==> config.mk <==
export PLATFORM = sky130hd
export DESIGN_NAME = hecc_acc
export DESIGN_NICKNAME = d
export VERILOG_FILES = /design/src/rtl/hecc_acc.sv
export SDC_FILE = /design/constraint.sdc
export NUM_CORES = 1
export LEC_CHECK = 0
export BUFFER_PORTS_ARGS = -buffer_cell sky130_fd_sc_hd__buf_2
export CORE_MARGIN = 2
export CORE_UTILIZATION = 55
export CTS_BUF_LIST = sky130_fd_sc_hd__clkbuf_8
export DETAILED_ROUTE_END_ITERATION = 12
export PLACE_DENSITY_LB_ADDON = 0.25
export RECOVER_POWER = 100
export SLEW_MARGIN = 0
export SYNTH_ARGS = -nofsm -noshare
export SYNTH_HDL_FRONTEND = slang
export SYNTH_SLANG_ARGS = --single-unit
==> constraint.sdc <==
create_clock -name clk -period 2.8 [get_ports clk]
set_clock_uncertainty 0.15 [all_clocks]
set_input_delay 0.14 -clock clk [delete_from_list [all_inputs] [get_ports clk]]
set_output_delay 0.14 -clock clk [all_outputs]
set_load 0.005 [all_outputs]
==> src/rtl/hecc_acc.sv <==
module hecc_acc #(
  parameter int SZ_W = 8
) (
  input  logic            clk,
  input  logic            rst_n,
  input  logic            start,
  input  logic            wide16,
  input  logic [SZ_W-1:0] half_m1,
  input  logic            beat_valid,
  input  logic [15:0]     beat_data,
  output logic [31:0]     result,
  output logic [23:0]     code,
  output logic            done
);
  localparam int IDX_W = SZ_W + 1;
  localparam int NP    = 3 + IDX_W;
  localparam int CNT_W = IDX_W + 1;
  localparam int PAD   = 16 - NP;

  logic             en, wide_q, done_q;
  logic [SZ_W-1:0]  size_q;
  logic [CNT_W-1:0] cnt, cnt_nxt, limit;
  logic [NP-1:0]    acc_e, acc_o;
  logic [2*NP-1:0]  lo_c, hi_c;
  logic             take;

  function automatic logic [2*NP-1:0] fold(input logic [7:0] b, input logic [IDX_W-1:0] k);
    logic [NP-1:0] e, o;
    logic p;
    p    = ^b;
    e[0] = ^(b & 8'h55);  o[0] = ^(b & 8'hAA);
    e[1] = ^(b & 8'h33);  o[1] = ^(b & 8'hCC);
    e[2] = ^(b & 8'h0F);  o[2] = ^(b & 8'hF0);
    for (int j = 0; j < IDX_W; j++) begin
      o[3+j] = p & k[j];
      e[3+j] = p & ~k[j];
    end
    return {o, e};
  endfunction

  assign take    = en & beat_valid & ~done_q & ~start;
  assign limit   = CNT_W'({1'b0, size_q} + 1'b1) << 1;
  assign cnt_nxt = cnt + (wide_q ? CNT_W'(2) : CNT_W'(1));
  assign lo_c    = fold(beat_data[7:0], cnt[IDX_W-1:0]);
  assign hi_c    = wide_q ? fold(beat_data[15:8], cnt[IDX_W-1:0] | IDX_W'(1)) : '0;

  always_ff @(posedge clk or negedge rst_n) begin
    if (!rst_n) begin
      en     <= 1'b0;
      wide_q <= 1'b0;
      size_q <= '0;
      cnt    <= '0;
      acc_e  <= '0;
      acc_o  <= '0;
      done_q <= 1'b0;
    end else if (start) begin
      en     <= 1'b1;
      wide_q <= wide16;
      size_q <= half_m1;
      cnt    <= '0;
      acc_e  <= '0;
      acc_o  <= '0;
      done_q <= 1'b0;
    end else if (take) begin
      cnt    <= cnt_nxt;
      acc_e  <= acc_e ^ lo_c[NP-1:0] ^ hi_c[NP-1:0];
      acc_o  <= acc_o ^ lo_c[2*NP-1:NP] ^ hi_c[2*NP-1:NP];
      done_q <= (cnt_nxt == limit);
    end
  end

  assign result = {{PAD{1'b0}}, acc_o, {PAD{1'b0}}, acc_e};
  assign code   = {result[27:24], result[11:8], result[23:16], result[7:0]};
  assign done   = done_q;
endmodule

# After elaboration in Yosys (flattened, before gate mapping)
# Cells that the tools add are included.
[classes]
add_sub_neg = 2
n_eq_ne = 1
mux = 10
bitwise = 52
n_reduce_logical = 15
[op_table]
columns = ["operator", "n"]
rows = [
  ["$reduce_xor 8->1", 14],
  ["$mux 12", 4],
  ["$xor 12x12->12", 4],
  ["$and 1x1->1", 37],
  ["$mux 24", 1],
  ["$mux 10", 2],
  ["$not 1->1", 11],
  ["$add 10x2->10", 1],
  ["$eq 10x10->1", 1],
  ["$add 8x1->9 const B", 1],
  ["$mux 1", 2],
  ["$mux 2", 1],
  ["$reduce_bool 2->1", 1],
]
[word_totals]
register_bits = 45
input_bits = 29
out_inout_bits = 57

# Logic depth before layout (Yosys ltp)
# Gate-level depths: netlist (run 1).
[depth]
word_depth = 6
depth_mapped = 9
depth_no_buf = 9

# Worst setup path after synthesis (run 1)
# No wires, ideal clock.
[synth_timing]
path_kind = "reg2reg"
startpoint = "register wide_q"
endpoint = "register done_q (netlist: done)"
setup_time_ns = 0.110
arrival_ns = 2.049
required_ns = 2.540
setup_slack_ns = 0.491
path_stages_with_launch = 10
path_buffers = 0
synth_period_minus_slack_ns = 2.309
cell_sequence = "dfrtp_1 > inv_2 > ha_1 > fa_1 > and3_1 > nand2_1 > nor2_1 > xnor2_1 > nand4_1 > o41ai_1"
[synth_between]
elab_chain_cells = 5
[synth_lines]
columns = ["element", "line_no", "text"]
rows = [
  ["from (decl)", "20", "logic en, wide_q, done_q;"],
  ["from (signal assigned)", "58", "wide_q <= wide16;"],
  ["$mux 2", "43", "assign cnt_nxt = cnt + (wide_q ? CNT_W'(2) : CNT_W'(1));"],
  ["$add 10x2->10", "43", ""],
  ["$eq 10x10->1", "68", "done_q <= (cnt_nxt == limit);"],
  ["$mux 1", "64", "end else if (take) begin"],
  ["$mux 1", "56", "end else if (start) begin"],
  ["to (signal assigned)", "68", ""],
  ["to (decl)", "20", ""],
]
# No other way between the ends. The select of a mux whose other input is x is not followed.
# A chain may end at the register's enable or synchronous reset.

# Worst setup path in the final report (run 1)
# Same ends and word-level chain as after synthesis.

==> key figures, run 1 <==
STA
  – Setup TNS: 0 ps
  – Fmax: between 300 and 400 MHz
  – Final Cycle Share: 0.927
  – Least-Margin Pin Slew: 2220 ps
  – Final Max Tran Viols: 50
  – Rel. slew slack: -0.479
  – Final setup vio count: 0
  – Unrepaired setup endpoints after global routing: false
  – Fin. Hold Viols: 0
  – Final min period: about 2600 ps

Clocking
  – H-tree depth: 2
  – Longest Clk Path Bufs: 2
  – Clock latency at the later pin of the worst-skew pair: 300 ps
  – Root Driver: clkbuf_8
  – Sink Count: 45
  – CTS tree: built
  – Number of gates resized after cts: 0
  – Clk pin slew, worst setup/hold paths: around 80 ps
  – Inserted Clock Buffers: 5
  – Post-CTS setup buffers: 0

Synth
  – Most common cell in the synthesized netlist: dfrtp_1
  – Largest family of logic cells by synthesized area: XOR/XNOR gates
  – Post-synth EDFFs: 0
  – Sequential-to-total area share from yosys stat: 0.345
  – Synth area leaders: dfrtp_1 35%, xnor2_1 9.4%, buf_4 7.6%
  – Post-Syn Instances: 334
  – Synth top cells by count: 45 x dfrtp_1, 35 x xnor2_1, 33 x buf_4, 28 x a21oi_1, 21 x nor2_1
  – Synth Register Bits: between 40 and 50
  – Top-area cell type share of the netlist area: 0.345
  – Asr flop ratio synth: 1.00
  – Post-Syn Area: about 3300 um2
  – Post-synth top area cell: dfrtp_1
  – Fraction of the mapped netlist area in adder cells: 0.0176
  – Unique masters post-synth: 48
  – XOR/XNOR Fraction of Synth Area: 0.201
  – Main synth FF type: dfrtp_1
  – YS warnings: 0
  – Mux contribution to synthesized area: 0.0376
  – Synth Area per Inst: 9.77 um2
  – Synth Area in Compound Gates: 0.172
  – Post-Synth Simple-Gate Area: 0.117

Drt
  – DR WL/cell: about 15 um
  – Total wire length: 6.86 mm
  – Via count: 2593
  – Post-route DRC: 0
  – Initial DRC Count: 152
  – Pre-antenna DRT Iters: 6
  – Via-per-instance ratio: 5.62
  – Uppermost layer routed: met4
  – Met1 WL: around 2.8 mm
  – Remaining antenna violation count: 0
  – Met3 WL post-DR: 287 um
  – Met2 WL: about 3.7 mm

Place
  – GPL Wtd Cong: around 0.77
  – Buffers on Ports: 77
  – Detailed placement HPWL: 4.86 mm

Pwr
  – Total power: about 0.0020 W
  – Pwr Density: 537 nW/um2
  – Comb pwr share: 0.355
  – Part of the power in registers: 0.404
  – Switch share: 0.341
  – Maximum VDD drop: approximately 0.30 mV
  – Int Power: 0.00129 W
  – Clock share of power: 0.242
  – P_sw: 0.000669 W
  – Lkg Pwr: 1.59 nW

Run status
  – Failing checks: capacitance limit, slew limit
  – Status: complete, but fails checks

Floorplanning
  – Starting Density: 0.561
  – Rows: 28
  – Core Footprint: 5820 um2
  – # IOs: 86
  – Die area: 6570 um2
  – Die height: 81.0 um
  – Chip Width: 81.0 um

Critical path
  – CP Capture Type: register
  – Crit path kind: reg2reg
  – Critical Path AT: about 2600 ps
  – Critical-path maximum fanout: 10
  – R2r setup slk: 210 ps
  – Worst Path Required: between 2000 and 3000 ps
  – Kind of start point of the critical path: register

Global route
  – Vias in the first global route: between 2k and 2.5k
  – Initial antenna violation count: 0
  – Total grt overflow: 0
  – First-pass GRT wire length: ~11 mm
  – Largest net degree at the start of global routing: 50
  – Gr usage total: 0.217

Worst hold path
  – Min-Delay Path Class: in2reg

Layout
  – P&R area growth vs syn: 11.9%
  – Final nets: 419
  – Final Core Density: 0.628
  – Share of layout cells above drive strength 1: 0.233
  – ANT cells: 0

Run
  – Max-cap viol count: 1
placed cells by master, fill, tap and decap left out, types with 3 or more instances in the layout:
cell type      count
o21ai_1            4
conb_1             8
buf_2             60
mux2_1            10
nand3_1            9
o41ai_1           16
inv_1              5
or3_1              3
xor2_1            12
clkbuf_8           5
xnor2_1           35
a2111o_1          15
xnor2_4            3
a21o_1             3
dfrtp_1           45
nor2_1            21
dlygate4sd3_1     10
ha_1               3
a21oi_1           28
clkbuf_1          16
nand2_1           13
xnor2_2            9
and3_1             7
nor3_1            11
o21ai_0            3
routing by layer:
layer | GRT usage | vias up
li1 | - | 1247
met3 | 0.0333 | 12
met2 | 0.396 | 72
met5 | 0 | -
met4 | 0.0475 | 0
met1 | 0.270 | 1262
power by group through the flow:
stage	clock network [W]	logic, W	registers [W]
floorplan	0	0.000546	0.000795
global placement	0	0.000683	0.000796
detailed placement	0	0.000697	0.000802
CTS	0.000481	0.000711	0.000789
global route	0.000506	0.000770	0.000802
finish	0.000473	0.000695	0.000790
critical path, cell delays in order (launching register included):
cell	delay (ps)
dfrtp_1	440
inv_2	180
ha_1	210
a21oi_1	160
or4_1	530
a21o_1	210
o211ai_1	90
a31oi_1	100
o41ai_1	390
metrics by stage:
step / cells / hold WS (ps) / setup WS, ps / instance area, um2
floorplan: 341 / -306 / 491 / 3290
global placement: 444 / 204 / 395 / 3470
detailed placement: 444 / 212 / 238 / 3470
CTS: 461 / 186 / 214 / 3670
global route: 461 / 256 / 2.09 / 3650
finish: 461 / 191 / 205 / 3650
registers in the layout, summed over array words and instances (netlist names):
| name | flops |
|---|---|
| acc_o | 12 |
| cnt | 10 |
| wide_q | 1 |
| done | 1 |
| en | 1 |
| acc_e | 12 |
| size_q | 8 |
area by class of cell:
type                       instances  area (um2)
clock buffer                       5        68.8
clock inverter                     2        35.0
fill                             531        2160
inverter                           8        30.0
multi-input combinational        236        1810
sequential                        45        1130
tap                               75        93.8
timing repair buffer              90         485
worst paths after layout:
check                                   start               endpoint  depth (start not counted)
max reg2reg                wide_q$_DFFE_PN0P_       done$_DFFE_PN0P_                          8
min reg2reg                    en$_DFFE_PN0P_         en$_DFFE_PN0P_                          1
max in group asynchronous               rst_n     cnt[0]$_DFFE_PN0P_                          2
max                        wide_q$_DFFE_PN0P_       done$_DFFE_PN0P_                          8
min                                beat_valid     cnt[0]$_DFFE_PN0P_                          5
min in group asynchronous               rst_n  acc_o[10]$_DFFE_PN0P_                          2
cells by family (layout without fill, tap and decap cells):
group                      count (synthesis)  after routing
and+or+nand+nor                           77             77
AOI/OAI and AO/OA                         76             76
xor gates and xnor gates                  60             60
buffers and inverters                     60            105
DFF                                       45             45
muxes                                     11             11
adders and majority gates                  4              4
other                                      1              8
timing repair:
item | 4_1_cts | 5_1_grt
hold endpoints to repair | 54 | 0
hold buffers | 10 | 0
setup endpoints to repair | 0 | 0
Note: power is estimated with default switching activity, not from simulation.
==> run 2, diff against run 1 <==
BUFFER_PORTS_ARGS = unset   (was -buffer_cell sky130_fd_sc_hd__buf_2)
CORE_UTILIZATION = 65   (was 55)
DONT_BUFFER_PORTS = 1   (was unset)
==> run 2 against run 1 <==
  * The run now ends clean
  * Clock-buffer cell count is 1 higher
  * Power is 4.0% lower
  * Clock power is 7.0% higher
  * Final cell count is 18% lower
  * Sequential share of layout area is 3.2 points higher
  * First-iteration DRC count is 2.0% lower
  * Global-route usage is 2.7 points higher
  * Core utilization is 6.4 points higher
  * Worst setup slack better by 86 ps
  * Die area is 15% lower
  * Sequential cell count stayed put
  * Critical path type unchanged
  * Critical endpoint unchanged
  * Largest power group unchanged
==> key figures, run 2 (synthesis gave the netlist of run 1 again) <==
Layout
  – Design area: approximately 3300 um2
  – Largest regs: acc_e x12, acc_o x12, cnt x10
  – Fillers: 376
  – P&R area growth vs syn: 1.50%
  – Share of layout cells above drive strength 1: 0.0927
  – Final Core Density: 0.692
  – Final nets: 345
  – Commonest non-fill, non-tap cell in the layout: dfrtp_1
  – Fin cells: 380
  – Most frequent cells in the layout: 45 x dfrtp_1, 35 x xnor2_1, 28 x a21oi_1
  – ANT cells: 0

Run status
  – Status: finished clean

Global route
  – Initial antenna violation count: 0
  – Total grt overflow: 0
  – Gr usage total: 0.244
  – Largest net degree at the start of global routing: 50
  – First-pass GRT wire length: 10.5 mm
  – Vias in the first global route: 2215

STA
  – Unrepaired setup endpoints after global routing: false
  – Setup TNS: 0 ps
  – Rel. slew slack: 0.184
  – Final min period: 2510 ps
  – Final Cycle Share: 0.896
  – Final setup vio count: 0
  – Fmax: 399 MHz
  – Least-Margin Pin Slew: approximately 1200 ps
  – Final Max Tran Viols: 0
  – Fin. Hold Viols: 0

Floorplanning
  – Die height: ~75 um
  – Die area: 5600 um2
  – Starting Density: 0.682
  – Rows: 25
  – Chip Width: approximately 75 um
  – Core Footprint: 4790 um2
  – # IOs: 86

Critical path
  – Worst stage delay on the critical path: 530 ps
  – CP Capture Type: register
  – Crit-path slowest cell: or4_1
  – Critical Path AT: 2550 ps
  – Kind of start point of the critical path: register
  – Cell Chain, Critical Path: inv_2 > ha_1 > a21oi_1 > or4_1 > a21o_1 > o211ai_1 > a31oi_1 > o41ai_1
  – Worst Path Required: between 2000 and 3000 ps
  – Crit path kind: reg2reg
  – Critical-path maximum fanout: 10

Clocking
  – Clk pin slew, worst setup/hold paths: about 90 ps
  – Number of gates resized after cts: 0
  – CTS tree: built
  – Sink Count: 45
  – Root Driver: clkbuf_8
  – Inserted Clock Buffers: 5
  – Longest Clk Path Bufs: 2
  – H-tree depth: 2
  – Clock latency at the later pin of the worst-skew pair: 290 ps

Drt
  – DR WL/cell: ~17 um
  – Total wire length: 6.46 mm
  – Met1 WL: 3.07 mm
  – Uppermost layer routed: met4
  – Initial DRC Count: 149
  – Via-per-instance ratio: 6.02
  – Post-route DRC: 0
  – Via count: between 2k and 2.5k
  – Remaining antenna violation count: 0
  – Met3 WL post-DR: about 380 um
  – Met2 WL: 2.96 mm
  – Pre-antenna DRT Iters: 4

Place
  – Buffers on Ports: 0
  – Detailed placement HPWL: 4.44 mm
  – GPL Wtd Cong: 0.845
  – Post-DP Area: 3080 um2
  – Dpl cells: between 300 and 400

Run
  – Max-cap viol count: 0

Pwr
  – Lkg Pwr: between 1 and 1.5 nW
  – Maximum VDD drop: 0.317 mV
  – Pwr Density: 568 nW/um2

Worst hold path
  – Min-Delay Path Class: in2reg
-- run 2: cell count changes in the layout (fill, tap and decap cells not counted) --
cell      change
clkbuf_8      +1
clkinv_2      -1
inv_1         +1
clkbuf_1     -14
buf_2        -60
o21ai_2       -1
clkbuf_2      -1
buf_12        +1
o21ai_0       +1
-- run 2: routing by layer --
layer,track usage,vias up
met1,0.361,1114
met2,0.367,62
met3,0.0469,5
met4,0.0635,0
met5,0,-
li1,-,1108
-- run 2: power breakdown --
| group | switching (W) | internal [W] |
|---|---|---|
| clock network | 0.000218 | 0.000288 |
| logic | 0.000318 | 0.000244 |
| registers | 0.0000975 | 0.000715 |
-- run 2: path summary, 6_finish.rpt --
| check | cells after the start | to | slack, ps | startpoint |
|---|---|---|---|---|
| hold reg to reg | 1 | en$_DFFE_PN0P_ | 330 | en$_DFFE_PN0P_ |
| min in group asynchronous | 2 | size_q[7]$_DFFE_PN0P_ | 450 | rst_n |
| hold / removal | 2 | acc_e[10]$_DFFE_PN0P_ | 10 | start |
| max in group asynchronous | 2 | acc_o[6]$_DFFE_PN0P_ | 1370 | rst_n |
| setup reg to reg | 8 | done$_DFFE_PN0P_ | 290 | wide_q$_DFFE_PN0P_ |
| setup / recovery | 8 | done$_DFFE_PN0P_ | 290 | wide_q$_DFFE_PN0P_ |
-- run 2: cell type report --
| class | instances | area (um2) | share of cell area |
|---|---|---|---|
| Multi-Input combinational cell | 236 | 1810 | 0.546 |
| Timing Repair Buffer | 16 | 148 | 0.0446 |
| Clock buffer | 6 | 82.6 | 0.0249 |
| Inverter | 8 | 30.0 | 0.00907 |
| Sequential cell | 45 | 1130 | 0.340 |
| Tap cell | 67 | 83.8 | 0.0253 |
| Clock inverter | 2 | 33.8 | 0.0102 |
-- run 2: per-stage QoR --
step / power, W / hold WS [ps] / setup WS, ps
floorplan: 0.00134 / -306 / 491
global placement: 0.00134 / -304 / 395
detailed placement: 0.00135 / -304 / 304
CTS: 0.00190 / 2.84 / 278
global route: 0.00198 / 24.0 / 125
finish: 0.00188 / 14.6 / 292
-- run 2: repair_timing --
| item | in CTS | in global routing |
|---|---|---|
| hold endpoints to repair | 90 | 0 |
| buffers inserted | 0 | 0 |
| hold buffers | 12 | 0 |
-- run 2: worst max-delay path: cells and delay by family (launching register included) --
kind | cells | cell delay [ps]
AOI/OAI and AO/OA | 5 | 920
and+or+nand+nor | 1 | 530
DFF | 1 | 440
adders and majority gates | 1 | 210
buffers and inverters | 1 | 160
